`src/rtl/coh_pkg.sv`:
```
package coh_pkg;

    typedef enum logic [1:0] {
        LN_INV = 2'd0,
        LN_SHR = 2'd1,
        LN_EXC = 2'd2
    } ln_state_e;

    typedef enum logic [1:0] {
        BC_RDMISS = 2'd0,
        BC_WRMISS = 2'd1,
        BC_WBACK  = 2'd2
    } bus_cmd_e;

    function automatic logic ln_present(ln_state_e s);
        return s != LN_INV;
    endfunction

endpackage

```
`src/rtl/coh_line_array.sv`:
```
module coh_line_array
    import coh_pkg::*;
#(
    parameter int NLINES = 4,
    parameter int TAG_W  = 4,
    parameter int DATA_W = 8,
    localparam int IDX_W = $clog2(NLINES)
) (
    input  logic              clk,
    input  logic              rst,
    input  logic [IDX_W-1:0]  a_idx,
    output ln_state_e         a_state,
    output logic [TAG_W-1:0]  a_tag,
    output logic [DATA_W-1:0] a_data,
    input  logic [IDX_W-1:0]  b_idx,
    output ln_state_e         b_state,
    output logic [TAG_W-1:0]  b_tag,
    output logic [DATA_W-1:0] b_data,
    input  logic              wr_en,
    input  logic [IDX_W-1:0]  wr_idx,
    input  ln_state_e         wr_state,
    input  logic [TAG_W-1:0]  wr_tag,
    input  logic [DATA_W-1:0] wr_data
);

    ln_state_e         st_q  [NLINES];
    logic [TAG_W-1:0]  tag_q [NLINES];
    logic [DATA_W-1:0] dat_q [NLINES];

    for (genvar g = 0; g < NLINES; g++) begin : g_line
        always_ff @(posedge clk) begin
            if (rst) begin
                st_q[g]  <= LN_INV;
                tag_q[g] <= '0;
                dat_q[g] <= '0;
            end else if (wr_en && wr_idx == IDX_W'(g)) begin
                st_q[g]  <= wr_state;
                tag_q[g] <= wr_tag;
                dat_q[g] <= wr_data;
            end
        end
    end

    assign a_state = st_q[a_idx];
    assign a_tag   = tag_q[a_idx];
    assign a_data  = dat_q[a_idx];
    assign b_state = st_q[b_idx];
    assign b_tag   = tag_q[b_idx];
    assign b_data  = dat_q[b_idx];

endmodule

```
`src/rtl/coh_snoop.sv`:
```
module coh_snoop
    import coh_pkg::*;
#(
    parameter int TAG_W  = 4,
    parameter int DATA_W = 8
) (
    input  logic              snp_valid,
    input  bus_cmd_e          snp_cmd,
    input  logic [TAG_W-1:0]  snp_tag,
    input  ln_state_e         ln_state,
    input  logic [TAG_W-1:0]  ln_tag,
    input  logic [DATA_W-1:0] ln_data,
    output logic              hit,
    output logic              abort,
    output logic [DATA_W-1:0] sdata,
    output logic              upd_en,
    output ln_state_e         upd_state
);

    assign hit = snp_valid && ln_present(ln_state) && (ln_tag == snp_tag)
                 && (snp_cmd != BC_WBACK);

    always_comb begin
        abort     = 1'b0;
        upd_en    = 1'b0;
        upd_state = ln_state;
        if (hit) begin
            case (ln_state)
                LN_EXC: begin
                    abort     = 1'b1;
                    upd_en    = 1'b1;
                    upd_state = (snp_cmd == BC_RDMISS) ? LN_SHR : LN_INV;
                end
                LN_SHR: begin
                    if (snp_cmd == BC_WRMISS) begin
                        upd_en    = 1'b1;
                        upd_state = LN_INV;
                    end
                end
                default: ;
            endcase
        end
    end

    assign sdata = abort ? ln_data : '0;

endmodule

```
`src/rtl/coh_req.sv`:
```
module coh_req
    import coh_pkg::*;
#(
    parameter int TAG_W  = 4,
    parameter int IDX_W  = 2,
    parameter int DATA_W = 8,
    localparam int ADDR_W = TAG_W + IDX_W
) (
    input  logic              cpu_req,
    input  logic              cpu_we,
    input  logic [TAG_W-1:0]  cpu_tag,
    input  logic [IDX_W-1:0]  cpu_idx,
    input  logic [DATA_W-1:0] cpu_wdata,
    input  ln_state_e         ln_state,
    input  logic [TAG_W-1:0]  ln_tag,
    input  logic [DATA_W-1:0] ln_data,
    input  logic              snoop_hit,
    input  logic              bus_gnt,
    input  logic [DATA_W-1:0] bus_rdata,
    output logic              cpu_ready,
    output logic [DATA_W-1:0] cpu_rdata,
    output logic              bus_req,
    output bus_cmd_e          bus_cmd,
    output logic [ADDR_W-1:0] bus_addr,
    output logic [DATA_W-1:0] bus_wdata,
    output logic              upd_en,
    output ln_state_e         upd_state,
    output logic [TAG_W-1:0]  upd_tag,
    output logic [DATA_W-1:0] upd_data
);

    logic tag_eq, hit, evict;

    assign tag_eq = (ln_tag == cpu_tag);
    assign hit    = ln_present(ln_state) && tag_eq && (!cpu_we || ln_state == LN_EXC);
    assign evict  = (ln_state == LN_EXC) && !tag_eq;

    always_comb begin
        cpu_ready = 1'b0;
        cpu_rdata = '0;
        bus_req   = 1'b0;
        bus_cmd   = BC_RDMISS;
        bus_addr  = '0;
        bus_wdata = '0;
        upd_en    = 1'b0;
        upd_state = ln_state;
        upd_tag   = ln_tag;
        upd_data  = ln_data;
        if (cpu_req && !snoop_hit) begin
            if (hit) begin
                cpu_ready = 1'b1;
                cpu_rdata = ln_data;
                if (cpu_we) begin
                    upd_en    = 1'b1;
                    upd_state = LN_EXC;
                    upd_data  = cpu_wdata;
                end
            end else if (evict) begin
                bus_req   = 1'b1;
                bus_cmd   = BC_WBACK;
                bus_addr  = {ln_tag, cpu_idx};
                bus_wdata = ln_data;
                if (bus_gnt) begin
                    upd_en    = 1'b1;
                    upd_state = LN_INV;
                end
            end else begin
                bus_req   = 1'b1;
                bus_cmd   = cpu_we ? BC_WRMISS : BC_RDMISS;
                bus_addr  = {cpu_tag, cpu_idx};
                bus_wdata = cpu_we ? cpu_wdata : '0;
                if (bus_gnt) begin
                    cpu_ready = 1'b1;
                    upd_en    = 1'b1;
                    upd_tag   = cpu_tag;
                    if (cpu_we) begin
                        upd_state = LN_EXC;
                        upd_data  = cpu_wdata;
                    end else begin
                        upd_state = LN_SHR;
                        upd_data  = bus_rdata;
                        cpu_rdata = bus_rdata;
                    end
                end
            end
        end
    end

endmodule

```
`src/rtl/snoop_cache_ctrl.sv`:
```
module snoop_cache_ctrl
    import coh_pkg::*;
#(
    parameter int ADDR_W = 6,
    parameter int IDX_W  = 2,
    parameter int DATA_W = 8,
    localparam int TAG_W  = ADDR_W - IDX_W,
    localparam int NLINES = 1 << IDX_W
) (
    input  logic              clk,
    input  logic              rst,
    input  logic              cpu_req,
    input  logic              cpu_we,
    input  logic [ADDR_W-1:0] cpu_addr,
    input  logic [DATA_W-1:0] cpu_wdata,
    output logic              cpu_ready,
    output logic [DATA_W-1:0] cpu_rdata,
    output logic              bus_req,
    input  logic              bus_gnt,
    output logic [1:0]        bus_cmd,
    output logic [ADDR_W-1:0] bus_addr,
    output logic [DATA_W-1:0] bus_wdata,
    input  logic [DATA_W-1:0] bus_rdata,
    input  logic              snp_valid,
    input  logic [1:0]        snp_cmd,
    input  logic [ADDR_W-1:0] snp_addr,
    output logic              snp_abort,
    output logic [DATA_W-1:0] snp_data
);

    logic [IDX_W-1:0]  cpu_idx, snp_idx;
    logic [TAG_W-1:0]  cpu_tag, snp_tag;
    ln_state_e         a_state, b_state;
    logic [TAG_W-1:0]  a_tag, b_tag;
    logic [DATA_W-1:0] a_data, b_data;

    logic              s_hit, s_upd_en;
    ln_state_e         s_upd_state;
    logic              r_upd_en;
    ln_state_e         r_upd_state;
    logic [TAG_W-1:0]  r_upd_tag;
    logic [DATA_W-1:0] r_upd_data;
    bus_cmd_e          r_cmd;

    logic              wr_en;
    logic [IDX_W-1:0]  wr_idx;
    ln_state_e         wr_state;
    logic [TAG_W-1:0]  wr_tag;
    logic [DATA_W-1:0] wr_data;

    assign cpu_idx = cpu_addr[IDX_W-1:0];
    assign cpu_tag = cpu_addr[ADDR_W-1:IDX_W];
    assign snp_idx = snp_addr[IDX_W-1:0];
    assign snp_tag = snp_addr[ADDR_W-1:IDX_W];

    coh_line_array #(.NLINES(NLINES), .TAG_W(TAG_W), .DATA_W(DATA_W)) u_lines (
        .clk(clk), .rst(rst),
        .a_idx(cpu_idx), .a_state(a_state), .a_tag(a_tag), .a_data(a_data),
        .b_idx(snp_idx), .b_state(b_state), .b_tag(b_tag), .b_data(b_data),
        .wr_en(wr_en), .wr_idx(wr_idx), .wr_state(wr_state),
        .wr_tag(wr_tag), .wr_data(wr_data)
    );

    coh_snoop #(.TAG_W(TAG_W), .DATA_W(DATA_W)) u_snoop (
        .snp_valid(snp_valid), .snp_cmd(bus_cmd_e'(snp_cmd)), .snp_tag(snp_tag),
        .ln_state(b_state), .ln_tag(b_tag), .ln_data(b_data),
        .hit(s_hit), .abort(snp_abort), .sdata(snp_data),
        .upd_en(s_upd_en), .upd_state(s_upd_state)
    );

    coh_req #(.TAG_W(TAG_W), .IDX_W(IDX_W), .DATA_W(DATA_W)) u_req (
        .cpu_req(cpu_req), .cpu_we(cpu_we), .cpu_tag(cpu_tag), .cpu_idx(cpu_idx),
        .cpu_wdata(cpu_wdata),
        .ln_state(a_state), .ln_tag(a_tag), .ln_data(a_data),
        .snoop_hit(s_hit), .bus_gnt(bus_gnt), .bus_rdata(bus_rdata),
        .cpu_ready(cpu_ready), .cpu_rdata(cpu_rdata),
        .bus_req(bus_req), .bus_cmd(r_cmd), .bus_addr(bus_addr), .bus_wdata(bus_wdata),
        .upd_en(r_upd_en), .upd_state(r_upd_state), .upd_tag(r_upd_tag),
        .upd_data(r_upd_data)
    );

    assign bus_cmd = r_cmd;

    // Snooped traffic owns the single write port whenever it changes a line.
    always_comb begin
        if (s_upd_en) begin
            wr_en    = 1'b1;
            wr_idx   = snp_idx;
            wr_state = s_upd_state;
            wr_tag   = b_tag;
            wr_data  = b_data;
        end else begin
            wr_en    = r_upd_en;
            wr_idx   = cpu_idx;
            wr_state = r_upd_state;
            wr_tag   = r_upd_tag;
            wr_data  = r_upd_data;
        end
    end

endmodule

```
`config.mk`:
```
export PLATFORM = sky130hd
export DESIGN_NAME = snoop_cache_ctrl
export DESIGN_NICKNAME = d
export VERILOG_FILES = /design/src/rtl/coh_pkg.sv /design/src/rtl/coh_line_array.sv /design/src/rtl/coh_snoop.sv /design/src/rtl/coh_req.sv /design/src/rtl/snoop_cache_ctrl.sv
export SDC_FILE = /design/constraint.sdc
export NUM_CORES = 1
export LEC_CHECK = 0
export BUFFER_PORTS_ARGS = -buffer_cell sky130_fd_sc_hd__buf_2
export CORE_AREA = 2 2 136 85
export CTS_CLUSTER_DIAMETER = 80
export DETAILED_ROUTE_END_ITERATION = 8
export DIE_AREA = 0 0 138 87
export PLACE_DENSITY = 0.68
export SYNTH_ARGS = -nofsm -noshare
export SYNTH_HDL_FRONTEND = slang
export SYNTH_SLANG_ARGS = --single-unit
```
`constraint.sdc`:
```
create_clock -name clk -period 4.3 [get_ports clk]
set_clock_uncertainty 0.1 [all_clocks]
set_input_delay 0.215 -clock clk [delete_from_list [all_inputs] [get_ports clk]]
set_output_delay 0.215 -clock clk [all_outputs]
set_load 0.1 [all_outputs]
```
### Word-level counts from Yosys, hierarchy flattened

Memory sizes are Yosys's and may differ from the RTL's.
Cells that the tools add are included.
W data, S select, Z words.

| cells by class | value |
|---|---|
| eq/ne operators | 10 |
| muxes and demuxes | 83 |
| bitwise operators | 12 |
| reduce and logical (&&, ||, !) cells | 19 |

Operator list:

| operator | count |
|---|---|
| $mux W8 | 21 |
| $mux W2 | 18 |
| $mux W4 | 9 |
| $mux W1 | 30 |
| $mux W6 | 3 |
| $or A1 B1 Y1 | 12 |
| $logic_and A1 B1 Y1 | 11 |
| $eq A2 B2 Y1 const B | 4 |
| $eq A4 B4 Y1 | 2 |
| $eq A2 B1 Y1 const B | 3 |
| $logic_not A2 Y1 | 2 |
| $pmux W2 S2 | 1 |
| $reduce_bool A2 Y1 | 2 |
| $logic_not A1 Y1 | 3 |
| $ne A2 B2 Y1 const B | 1 |
| $pmux W1 S2 | 1 |
| $logic_or A1 B1 Y1 | 1 |

| storage, ports and cells | value |
|---|---|
| bits in registers | 0 |
| memory bits (writable) | 56 |
| input bits | 36 |
| output and inout port bits | 35 |
| logic and storage cells | 127 |
| memories | 3 |

Memory list:

| name | depth | bits a word | rd ports | clocked after Yosys merged registers in | wr ports | line | RTL |
|---|---|---|---|---|---|---|---|
| u_lines.dat_q | 4 | 8 | 2 | 0 | 4 | coh_line_array.sv:28 | `logic [DATA_W-1:0] dat_q [NLINES];` |
| u_lines.tag_q | 4 | 4 | 2 | 0 | 4 | coh_line_array.sv:27 | `logic [TAG_W-1:0] tag_q [NLINES];` |
| u_lines.st_q | 4 | 2 | 2 | 0 | 4 | coh_line_array.sv:26 | `ln_state_e st_q [NLINES];` |

### Longest topological paths before layout

An unclocked memory read counts as a cell.

| depth | value |
|---|---|
| depth in word-level cells | 14 |
| depth in mapped cells | 15 |
| mapped depth without buffers | 10 |

### Cells and area by module

From an unflattened synthesis, not the netlist that was laid out.

| second synthesis, totals | value |
|---|---|
| cell total of the unflattened synthesis | 377 |
| area total of the unflattened synthesis | 4,276.6 µm² |

By module, submodules not included:

| module | instances | cells each | area an instance (µm²) | sequential area each (µm²) |
|---|---|---|---|---|
| coh_line_array | 1 | 176 | 2,824.0 | 1,681.6 |
| coh_req | 1 | 150 | 879.6 | 0.0 |
| coh_snoop | 1 | 32 | 321.6 | 0.0 |
| snoop_cache_ctrl | 1 | 19 | 251.5 | 0.0 |

### Least setup slack after synthesis

No wires, ideal clock.

| timing | value |
|---|---|
| kind | input port to output port |
| start | input port snp_addr[0] |
| end | output port bus_cmd[0] |
| arrival time | 4.377 ns |
| data required time | 3.985 ns |
| slack | -0.392 ns |
| stages | 10 |
| path buffers | 3 |
| cells stage by stage | buf_6 -> buf_1 -> mux4_2 -> inv_1 -> ha_1 -> nand3b_1 -> or3_1 -> o21ai_0 -> buf_2 -> nor3_1 |

| on the way | value |
|---|---|
| longest elaborated chain between the ends | 8 |
| elaborated cells between the ends (all ways) | 10 |
| classes of those cells | eq/ne (1); mux (1); reduce/logical (6); memory (2) |

RTL lines:

| element | line | RTL |
|---|---|---|
| start, declared | snoop_cache_ctrl.sv:26 | `input logic [ADDR_W-1:0] snp_addr,` |
| $mem_v2 Z4 W2 | -- |  |
| $reduce_bool A2 Y1 | coh_pkg.sv:16 | `return s != LN_INV;` |
| $logic_and A1 B1 Y1 | coh_snoop.sv:20 | `assign hit = snp_valid && ln_present(ln_state) && (ln_tag == snp_tag)` |
| $logic_and A1 B1 Y1 (*) | coh_snoop.sv:20 |  |
| $logic_and A1 B1 Y1 (*) | coh_snoop.sv:21 | `&& (snp_cmd != BC_WBACK);` |
| $logic_not A1 Y1 (*) | coh_req.sv:49 | `if (cpu_req && !snoop_hit) begin` |
| $logic_and A1 B1 Y1 (*) | coh_req.sv:49 |  |
| $mux W2 (*) | coh_req.sv:49 |  |
| end, declared | snoop_cache_ctrl.sv:20 | `output logic [1:0] bus_cmd,` |

Mark *: on every way between the ends. The rest lies on a longest branch, timed or not.

==> qor.yml <==
status:
  status: "complete, no violations"
global_route:
  grt_overflow: 0
  grt_usage_pct: 20.32
  grt_pass1_wl_microns: 19010
  largest_net_degree_at_the_start_of_global_routing: 23
  antenna_found_initial: 0
  vias_in_the_first_global_route: 3459
cts:
  worst_setup_hold_path_clk_slew_ns: 0.07
  cts_max_level: 2
  root_buffer_cell: "sky130_fd_sc_hd__clkbuf_16"
  cts_tree: "yes"
  cts_buffer_depth: 2
  cts_buffers: 5
  insertion_delay_ns: 0.29
  postCtsHoldBufs: 0
  post_cts.resized_instances: 0
  clkSinkCount: 56
  post-cts-setup-buffer-count: 0
sta:
  max-slew-margin-rel_pct: 45.52
  fin_setup_tns_ns: 0
  layout_worst_path_cycle_share_pct: 88.31
  fmax_ghz: 0.2633
  maxSlewViolCount: 0
  final_setup_violation_count: 0
  grt_setup_unrepaired: "false"
  timing.final.ws_setup_ns: 0.5027
  period_minus_slack_ns: 3.797
  worst-slew-pin-transition_ns: 0.8142
  report.final.hold_viol_count: 0
setup_path:
  end_kind: "register"
  critical_path_class: "reg -> reg"
  start_kind: "register"
  crit_required_ns: 4.22
  critical_path.cell_chain: "mux4_2, inv_1, ha_1, and3b_1, o21ai_0, or4_1, or2_0, o211a_1, a221oi_1, nor2_1"
  worst_r2r_path_depth: 10
  max_stage_delay_ns: 0.65
  regToRegStartpoint: "u_lines.st_q[3][1]"
  timing.critical_path.arrival_ns: 3.71
  worst_path_max_delay_cell: "sky130_fd_sc_hd__a221oi_1"
  rr_endpoint: "u_lines.tag_q[2][2]"
  path_max_fanout: 9
  reg2reg_slack_ns: 0.50
  cp-startpoint: "u_lines.st_q[3][1]"
drt:
  post_drt_via_cell_ratio: 6.018
  finalWirelength_microns: 12160
  routed_wire_length_per_instance_microns: 20.13
  ant_nets: 0
  route.vias.total: 3635
  route.detailed.drc: 0
  detail_route.iter0.violations: 357
  detail_route.first_pass.iterations: 5
power_and_ir_drop:
  vdd_ir_drop_max_uv: 181.5
  pwr_density_cell_nw_per_um2: 336.3
  power_leakage_nw: 1.862
floorplan:
  row_count: 30
  design.core.area_sq_um: 10890
  die_h_microns: 87
  die-area_sq_um: 12010
  fp.dieW_microns: 138
  pin_count: 71
  initial_core_util_pct: 37.67
synth:
  post-synth-top-count-cell: "sky130_fd_sc_hd__nor2_1"
  synth_instances: 388
  synth_enable_flop_cells: 56
  synthFlopType: "sky130_fd_sc_hd__edfxtp_1"
  synth.lib_cells_used.distinct: 54
  mappedNetlistArea_sq_um: 4100
  postSynthNetCount: 428
  postSynth.asyncResetShare_pct: 0
  synth_top_area_cell: "sky130_fd_sc_hd__edfxtp_1"
  synthTopCellsByCount: "sky130_fd_sc_hd__nor2_1, sky130_fd_sc_hd__edfxtp_1, sky130_fd_sc_hd__nand2_1, sky130_fd_sc_hd__mux4_2, sky130_fd_sc_hd__a21oi_1"
  syn_area_per_cell_sq_um: 10.57
  ranking_of_synthesized_cells_by_area: "sky130_fd_sc_hd__edfxtp_1, sky130_fd_sc_hd__mux4_2, sky130_fd_sc_hd__nor2_1, sky130_fd_sc_hd__a21oi_1, sky130_fd_sc_hd__nand2_1"
  post-synth-top-area-fraction_pct: 41.01
  synth-seq-cells: 56
  ys_warn_count: 0
  synth-seq-area-share_pct: 41.01
layout:
  final_instance_count_without_filler_cells: 604
  area.growth.synth_to_final_pct: 17.97
  number_of_nets_in_the_layout: 499
  utilization_pct: 44.44
  post_route_cells_drive_above_1_share_pct: 30.22
  insertedDiodeCount: 0
worst_hold_path:
  whs_endpoint: "u_lines.tag_q[0][1]"
  holdCritStartpoint: "cpu_addr[3]"
  hold-path-cell-count: 3
  min_path_type: "in -> reg"
run:
  cap_violations: 0
placement:
  gp_congestion: 0.8892
  numPlacedInstances: 596
  half_perimeter_wire_length_after_detailed_placement_microns: 9482
  preCtsSetupSlack_ns: 0.2906
  port_buffers: 70
## sequential cells by signal (all words and copies together), names as in the netlist
signal         cells
u_lines.st_q       8
u_lines.dat_q     32
u_lines.tag_q     16
## final cells by class
class | instances | area (sq um)
sequential | 56 | 1682
inverter | 11 | 41.29
clock buffer | 5 | 125.1
clock inverter | 3 | 68.82
timing repair buffer | 92 | 515.5
fill | 1035 | 6048
tap | 144 | 180.2
multi-input combinational | 293 | 2225
## cell usage in the layout (no fill, tap or decap), types with 2 or more instances in the layout
| master | n |
|---|---|
| sky130_fd_sc_hd__a211oi_1 | 7 |
| sky130_fd_sc_hd__a21oi_1 | 25 |
| sky130_fd_sc_hd__a221oi_1 | 10 |
| sky130_fd_sc_hd__a31oi_1 | 8 |
| sky130_fd_sc_hd__and2_1 | 12 |
| sky130_fd_sc_hd__and3_1 | 5 |
| sky130_fd_sc_hd__buf_2 | 70 |
| sky130_fd_sc_hd__buf_4 | 22 |
| sky130_fd_sc_hd__bufinv_16 | 2 |
| sky130_fd_sc_hd__clkbuf_16 | 5 |
| sky130_fd_sc_hd__edfxtp_1 | 56 |
| sky130_fd_sc_hd__ha_1 | 4 |
| sky130_fd_sc_hd__inv_1 | 10 |
| sky130_fd_sc_hd__mux2i_1 | 3 |
| sky130_fd_sc_hd__mux4_2 | 28 |
| sky130_fd_sc_hd__nand2_1 | 30 |
| sky130_fd_sc_hd__nand2b_1 | 2 |
| sky130_fd_sc_hd__nand3_1 | 14 |
| sky130_fd_sc_hd__nand4_1 | 6 |
| sky130_fd_sc_hd__nor2_1 | 64 |
| sky130_fd_sc_hd__nor2b_1 | 9 |
| sky130_fd_sc_hd__nor3_1 | 9 |
| sky130_fd_sc_hd__o2111ai_1 | 4 |
| sky130_fd_sc_hd__o211a_1 | 4 |
| sky130_fd_sc_hd__o211ai_1 | 3 |
| sky130_fd_sc_hd__o21ai_0 | 4 |
| sky130_fd_sc_hd__o21bai_1 | 4 |
| sky130_fd_sc_hd__o22ai_1 | 3 |
| sky130_fd_sc_hd__or3_4 | 4 |
| sky130_fd_sc_hd__xnor2_1 | 6 |
| sky130_fd_sc_hd__xor2_1 | 2 |
## per-stage QoR
| step | cell area [sq um] | hold WS (ns) | total power [W] |
|---|---|---|---|
| 2_1_floorplan | 4105 | 0.3925 | 0.0009834 |
| 3_3_place_gp | 4643 | 0.6056 | 0.001100 |
| 3_5_place_dp | 4643 | 0.6035 | 0.001107 |
| 4_1_cts | 4837 | 0.3091 | 0.001624 |
| 5_1_grt | 4837 | 0.3488 | 0.001679 |
| 6_report | 4837 | 0.3129 | 0.001627 |
## report_power, final
group / internal [W] / switching, W / leakage (nW) / total [W]
registers: 0.000628 / 0.0000150 / 0.583 / 0.000643
clock network: 0.000336 / 0.000188 / 0.0944 / 0.000524
logic: 0.000137 / 0.000323 / 1.19 / 0.000460
## logic make-up (layout without fill, tap and decap cells)
family / Yosys count / in the layout / share of synthesized area, %
buf+inv: 39 / 111 / 4.852
simple gates: 166 / 166 / 19.87
mux: 31 / 31 / 16.11
fa+ha+maj: 4 / 4 / 1.221
xor+xnor: 8 / 8 / 1.709
compound gates: 84 / 84 / 15.23
flops: 56 / 56 / 41.01
## how the worst max path moves through the flow
stage / endpoint / slack [ns] / cells after the start
floorplan: bus_wdata[0] / 0.03 / 11
global placement: u_lines.tag_q[3][3] / 0.38 / 11
detailed placement: u_lines.tag_q[0][2] / 0.29 / 11
CTS: u_lines.tag_q[2][2] / 0.52 / 10
global route: u_lines.tag_q[2][2] / 0.29 / 10
finish: u_lines.tag_q[2][2] / 0.50 / 10
## worst max-delay path: cells and delay by family, from the launching register on
kind,cells,cell delay (ns)
simple gates,4,1.29
compound gates,3,0.97
mux,1,0.52
flops,1,0.39
fa+ha+maj,1,0.16
buf+inv,1,0.09
## routing by layer
| metal | up-vias | track usage (%) | routed length (microns) |
|---|---|---|---|
| met2 | 210 | 31.23 | 5178 |
| met4 | 0 | 4.267 | 77 |
| met5 | - | 0 | 0 |
| met1 | 1785 | 28.76 | 5438 |
| li1 | 1635 | - | - |
| met3 | 5 | 6.102 | 1465 |
No activity file was read; power rests on OpenSTA's default activity.
